`config.mk`:
```
export PLATFORM = sky130hd
export DESIGN_NAME = pt_walker
export DESIGN_NICKNAME = d
export VERILOG_FILES = /design/src/rtl/pt_walker.sv
export SDC_FILE = /design/constraint.sdc
export NUM_CORES = 1
export LEC_CHECK = 0
export BUFFER_PORTS_ARGS = -buffer_cell sky130_fd_sc_hd__clkbuf_2
export CORE_MARGIN = 1.5
export CORE_UTILIZATION = 48
export DETAILED_ROUTE_END_ITERATION = 7
export GPL_TIMING_DRIVEN = 0
export PLACE_DENSITY_LB_ADDON = 0.2
export SLEW_MARGIN = 10
export SYNTH_ARGS = -nofsm -noshare
export SYNTH_HDL_FRONTEND = slang
export SYNTH_SLANG_ARGS = --single-unit
```
`constraint.sdc`:
```
create_clock -name clk -period 1.9 [get_ports clk]
set_input_delay 0.19 -clock clk [delete_from_list [all_inputs] [get_ports clk]]
set_output_delay 0.19 -clock clk [all_outputs]
set_load 0.005 [all_outputs]
```
`src/rtl/pt_walker.sv`:
```
module pt_walker (
  input  logic        clk,
  input  logic        rst_n,
  input  logic        req_valid,
  output logic        req_ready,
  input  logic [31:0] req_vaddr,
  input  logic [35:0] root_base,
  output logic        mem_req_valid,
  input  logic        mem_req_ready,
  output logic [35:0] mem_req_addr,
  input  logic        mem_rsp_valid,
  input  logic [31:0] mem_rsp_data,
  output logic        done_valid,
  output logic [35:0] done_paddr,
  output logic        done_fault,
  output logic [1:0]  done_level
);

  typedef enum logic [2:0] {
    S_IDLE, S_L1_REQ, S_L1_WAIT, S_L2_REQ, S_L2_WAIT, S_L3_REQ, S_L3_WAIT, S_DONE
  } walk_st_t;

  walk_st_t    st;
  logic [31:0] va_q;
  logic [35:0] addr_q;
  logic [35:0] pa_q;
  logic        fault_q;
  logic [1:0]  level_q;

  logic present;
  logic unused_bits;
  assign present     = mem_rsp_data[0];
  assign unused_bits = ^{mem_rsp_data[6:1], root_base[3:0]};

  assign req_ready     = (st == S_IDLE);
  assign mem_req_valid = (st == S_L1_REQ) || (st == S_L2_REQ) || (st == S_L3_REQ);
  assign mem_req_addr  = addr_q;
  assign done_valid    = (st == S_DONE);
  assign done_paddr    = pa_q;
  assign done_fault    = fault_q;
  assign done_level    = level_q;

  always_ff @(posedge clk) begin
    if (!rst_n) begin
      st      <= S_IDLE;
      va_q    <= '0;
      addr_q  <= '0;
      pa_q    <= '0;
      fault_q <= 1'b0;
      level_q <= 2'd0;
    end else begin
      case (st)
        S_IDLE: if (req_valid) begin
          va_q    <= req_vaddr;
          addr_q  <= {root_base[35:4], req_vaddr[31:30], 2'b00};
          pa_q    <= '0;
          fault_q <= 1'b0;
          level_q <= 2'd0;
          st      <= S_L1_REQ;
        end
        S_L1_REQ: if (mem_req_ready) st <= S_L1_WAIT;
        S_L2_REQ: if (mem_req_ready) st <= S_L2_WAIT;
        S_L3_REQ: if (mem_req_ready) st <= S_L3_WAIT;
        S_L1_WAIT: if (mem_rsp_valid) begin
          if (!present) begin
            fault_q <= 1'b1;
            level_q <= 2'd1;
            st      <= S_DONE;
          end else begin
            addr_q <= {mem_rsp_data[31:7], va_q[29:21], 2'b00};
            st     <= S_L2_REQ;
          end
        end
        S_L2_WAIT: if (mem_rsp_valid) begin
          if (!present) begin
            fault_q <= 1'b1;
            level_q <= 2'd2;
            st      <= S_DONE;
          end else begin
            addr_q <= {mem_rsp_data[31:7], va_q[20:12], 2'b00};
            st     <= S_L3_REQ;
          end
        end
        S_L3_WAIT: if (mem_rsp_valid) begin
          if (!present) begin
            fault_q <= 1'b1;
            level_q <= 2'd3;
          end else begin
            pa_q <= {mem_rsp_data[31:8], va_q[11:0]};
          end
          st <= S_DONE;
        end
        default: st <= S_IDLE;
      endcase
    end
  end

  // a stalled read keeps its address
  a_r7_req_held: assert property (@(posedge clk) disable iff (!rst_n)
    mem_req_valid && !mem_req_ready |=> mem_req_valid && $stable(mem_req_addr));

  // entry reads are word aligned
  a_r8_word_aligned: assert property (@(posedge clk) disable iff (!rst_n)
    mem_req_valid |-> mem_req_addr[1:0] == 2'b00);

  // no new request is taken while a read is in flight
  a_r9_busy_not_ready: assert property (@(posedge clk) disable iff (!rst_n)
    mem_req_valid |-> !req_ready);

  // result is a single-cycle pulse followed by idle
  a_r9_done_pulse: assert property (@(posedge clk) disable iff (!rst_n)
    done_valid |=> !done_valid && req_ready);

  // a fault always names a level and carries no address
  a_r6_fault_level: assert property (@(posedge clk) disable iff (!rst_n)
    done_valid && done_fault |-> done_level != 2'd0 && done_paddr == '0);

  // a success reports level zero
  a_r6_ok_level: assert property (@(posedge clk) disable iff (!rst_n)
    done_valid && !done_fault |-> done_level == 2'd0);

endmodule

```
==> results.cfg <==
[clock_tree]
cts_tree = built
clk_path_buf_depth = 2
clk_pin_slew_ps = 100
cts.sinks = 106
ctsHtreeMaxLevel = 3
root_buffer = clkbuf_8
cts_made_buffers = 9
clk_latency_ps = 360

[routing]
wirelength_um = 12600
first_iter_violations = 167
vias = 4507
vias_per_cell = 5.36
drt_pass1_iterations = 4
drtAntennaViolNets = 0
drc = 0
wl_per_cell_um = 15.0

[synth]
synth_xor_area_frac = 0
synth_top_area_cell = dfxtp_1
seq_area_frac_synth = 0.469
synth_edf_count = 0
async_flop_share = 0
yosysWarningCount = 0
yosys-top-cells-count = dfxtp_1 (106), nand2_1 (102), a21oi_1 (70), o21ai_1 (45), nand3_1 (38)
muxShareOfSynthArea = 0.0553
synth_top_family_by_area = compound AO/OA/AOI/OAI gates
synthCells = 547
yosys.area.top_type_share = 0.469
synthSimpleGateAreaFrac = 0.185
synth_area_um2 = 4520
post_synth.cell_area_avg_um2 = 8.27
yosys-top-cells-area = dfxtp_1 (47%), nand2_1 (8.5%), a21oi_1 (7.7%)
synth.distinct_cells = 43
synth_seq_cells = 106
synth.most_common_cell = dfxtp_1
synthAdderAreaFrac = 0
synth-compound-area-share = 0.231
synth-main-ff-cell = dfxtp_1

[worst_setup_path]
worstSetupEndpointType = output pin
slowest_stage = dfxtp_1
path_class = flip-flop to output pin
cp.buffers_inverters = 3
crit_path_max_incr_delay_ps = 470
path_delay_family = buffers and inverters
crit_chain = buf_4 > clkbuf_2 > and3_1 > clkbuf_2
critPathRequiredTime_ps = 1710
critPathArrivalTime_ps = 1590
path_common_cell = clkbuf_2
path_max_fanout = 10
crit_path_start_kind = flip-flop

[placed_design]
place_congestion = 0.876
place_ws_ps = 5.37
hpwl_um = 9670
port_buffers = 167
dp_cells = 826

[global_route]
grt_pass1_wl_um = 20000
gr-total-overflow = 0
grt_pass1_vias = 4211
grt_use_total = 0.251
grt_max_degree = 20
antenna_found_initial = 0

[sta]
finalMaxSlewViolations = 0
fin_crit_sh = 0.938
fin_tns_setup_ps = 0
finalHoldViolCount = 0
slew-limit-headroom = 0.631
period_needed_ps = 1780
clock.fmax_mhz = 561
worst_slack_ps = 117
worst_pin_slew_ps = 551
rsz0062_at_grt = no
skew_ps = 11.3
finalSetupViolations = 0

[job]
maxCapViolCount = 0

[floorplanning]
initial_core_util = 0.492
ios = 183
dieArea_um2 = 10000
fp-row-count = 35
die_x_um = 100
die_y_um = 100
core_um2 = 9200

[outcome]
status = finished clean

[final_layout]
fin_util = 0.621
drive_above_1_share = 0.307
fillCellCount = 849
fin_nets = 830
antennaDiodeCount = 0
fin_cells = 841
area_delta_synth_final_pct = 26.3

[power]
p_leak_nw = 2.40
p_total_mw = 4.88
ir_drop_mv = 0.469
powerDensity_nw_per_um2 = 854

[hold_path]
hold_path.class = input port to flip-flop
flip-flops by register name (all words and copies together) (netlist names):
| register | count |
|---|---|
| mem_req_addr | 34 |
| done_fault | 1 |
| done_level | 2 |
| st | 3 |
| done_paddr | 36 |
| va_q | 30 |
area by class of cell:
class,instances,area (µm²),share of cell area
Clock buffer,10,128,0.0223
Buffer,51,258,0.0451
Clock inverter,6,50.0,0.00876
Inverter,3,11.3,0.00197
Sequential cell,106,2120,0.372
Tap cell,111,139,0.0243
Multi-Input combinational cell,386,2150,0.376
Timing Repair Buffer,168,856,0.150
where the power goes:
group,internal (mW),switching [mW]
Sequential,2.40,0.105
Clock,0.494,0.776
Combinational,0.452,0.655
Total,3.34,1.54
cell usage in the layout, fill, tap and decap left out, types with 15 or more instances in the layout:
| cell type | count |
|---|---|
| o21ai_0 | 26 |
| o21ai_1 | 45 |
| mux2i_1 | 25 |
| clkbuf_1 | 15 |
| buf_2 | 21 |
| a21oi_1 | 70 |
| nand3_1 | 38 |
| nand2_1 | 102 |
| dfxtp_1 | 106 |
| clkbuf_2 | 169 |
routing by layer:
layer  up-vias  share of wire  track usage
met3        20          0.058       0.0320
met1      2057           0.44        0.327
met4         0          0.018       0.0845
met2       164           0.48        0.430
met5         -              0            0
li1       2266              -            -
tightest hold or removal path, cell delays in order:
cell and delay, ps:
clkbuf_2 80, nand2_1 50, a21oi_1 50
worst paths after layout:
| path | depth (start not counted) | to | slack, ps | start |
|---|---|---|---|---|
| min reg2reg | 2 | done_paddr[3] | 450 | va_q[3] |
| max | 4 | done_valid | 120 | st[0] |
| min | 3 | va_q[12] | 40 | req_vaddr[12] |
| max reg2reg | 6 | mem_req_addr[33] | 140 | st[2] |
cell families (layout without fill, tap and decap cells):
kind of cell | Yosys count | in the layout
buffers and inverters | 56 | 238
and+or+nand+nor | 179 | 179
DFF | 106 | 106
muxes | 25 | 25
AOI/OAI and AO/OA | 180 | 180
other | 1 | 2
timing repair:
action,in CTS,in global routing
hold buffers,0,0
pin swaps,0,1
buffers inserted,0,1
setup endpoints to repair,2,44
resized for setup,2,4
endpoints found under the hold margin,0,0
per-stage QoR:
| step | hold WS [ps] | area, µm² |
|---|---|---|
| floorplan | 323 | 4530 |
| global placement | 413 | 5500 |
| detailed placement | 419 | 5500 |
| CTS | 25.3 | 5680 |
| global route | 37.9 | 5710 |
| finish | 36.9 | 5710 |
No activity file was read; power rests on OpenSTA's default activity.
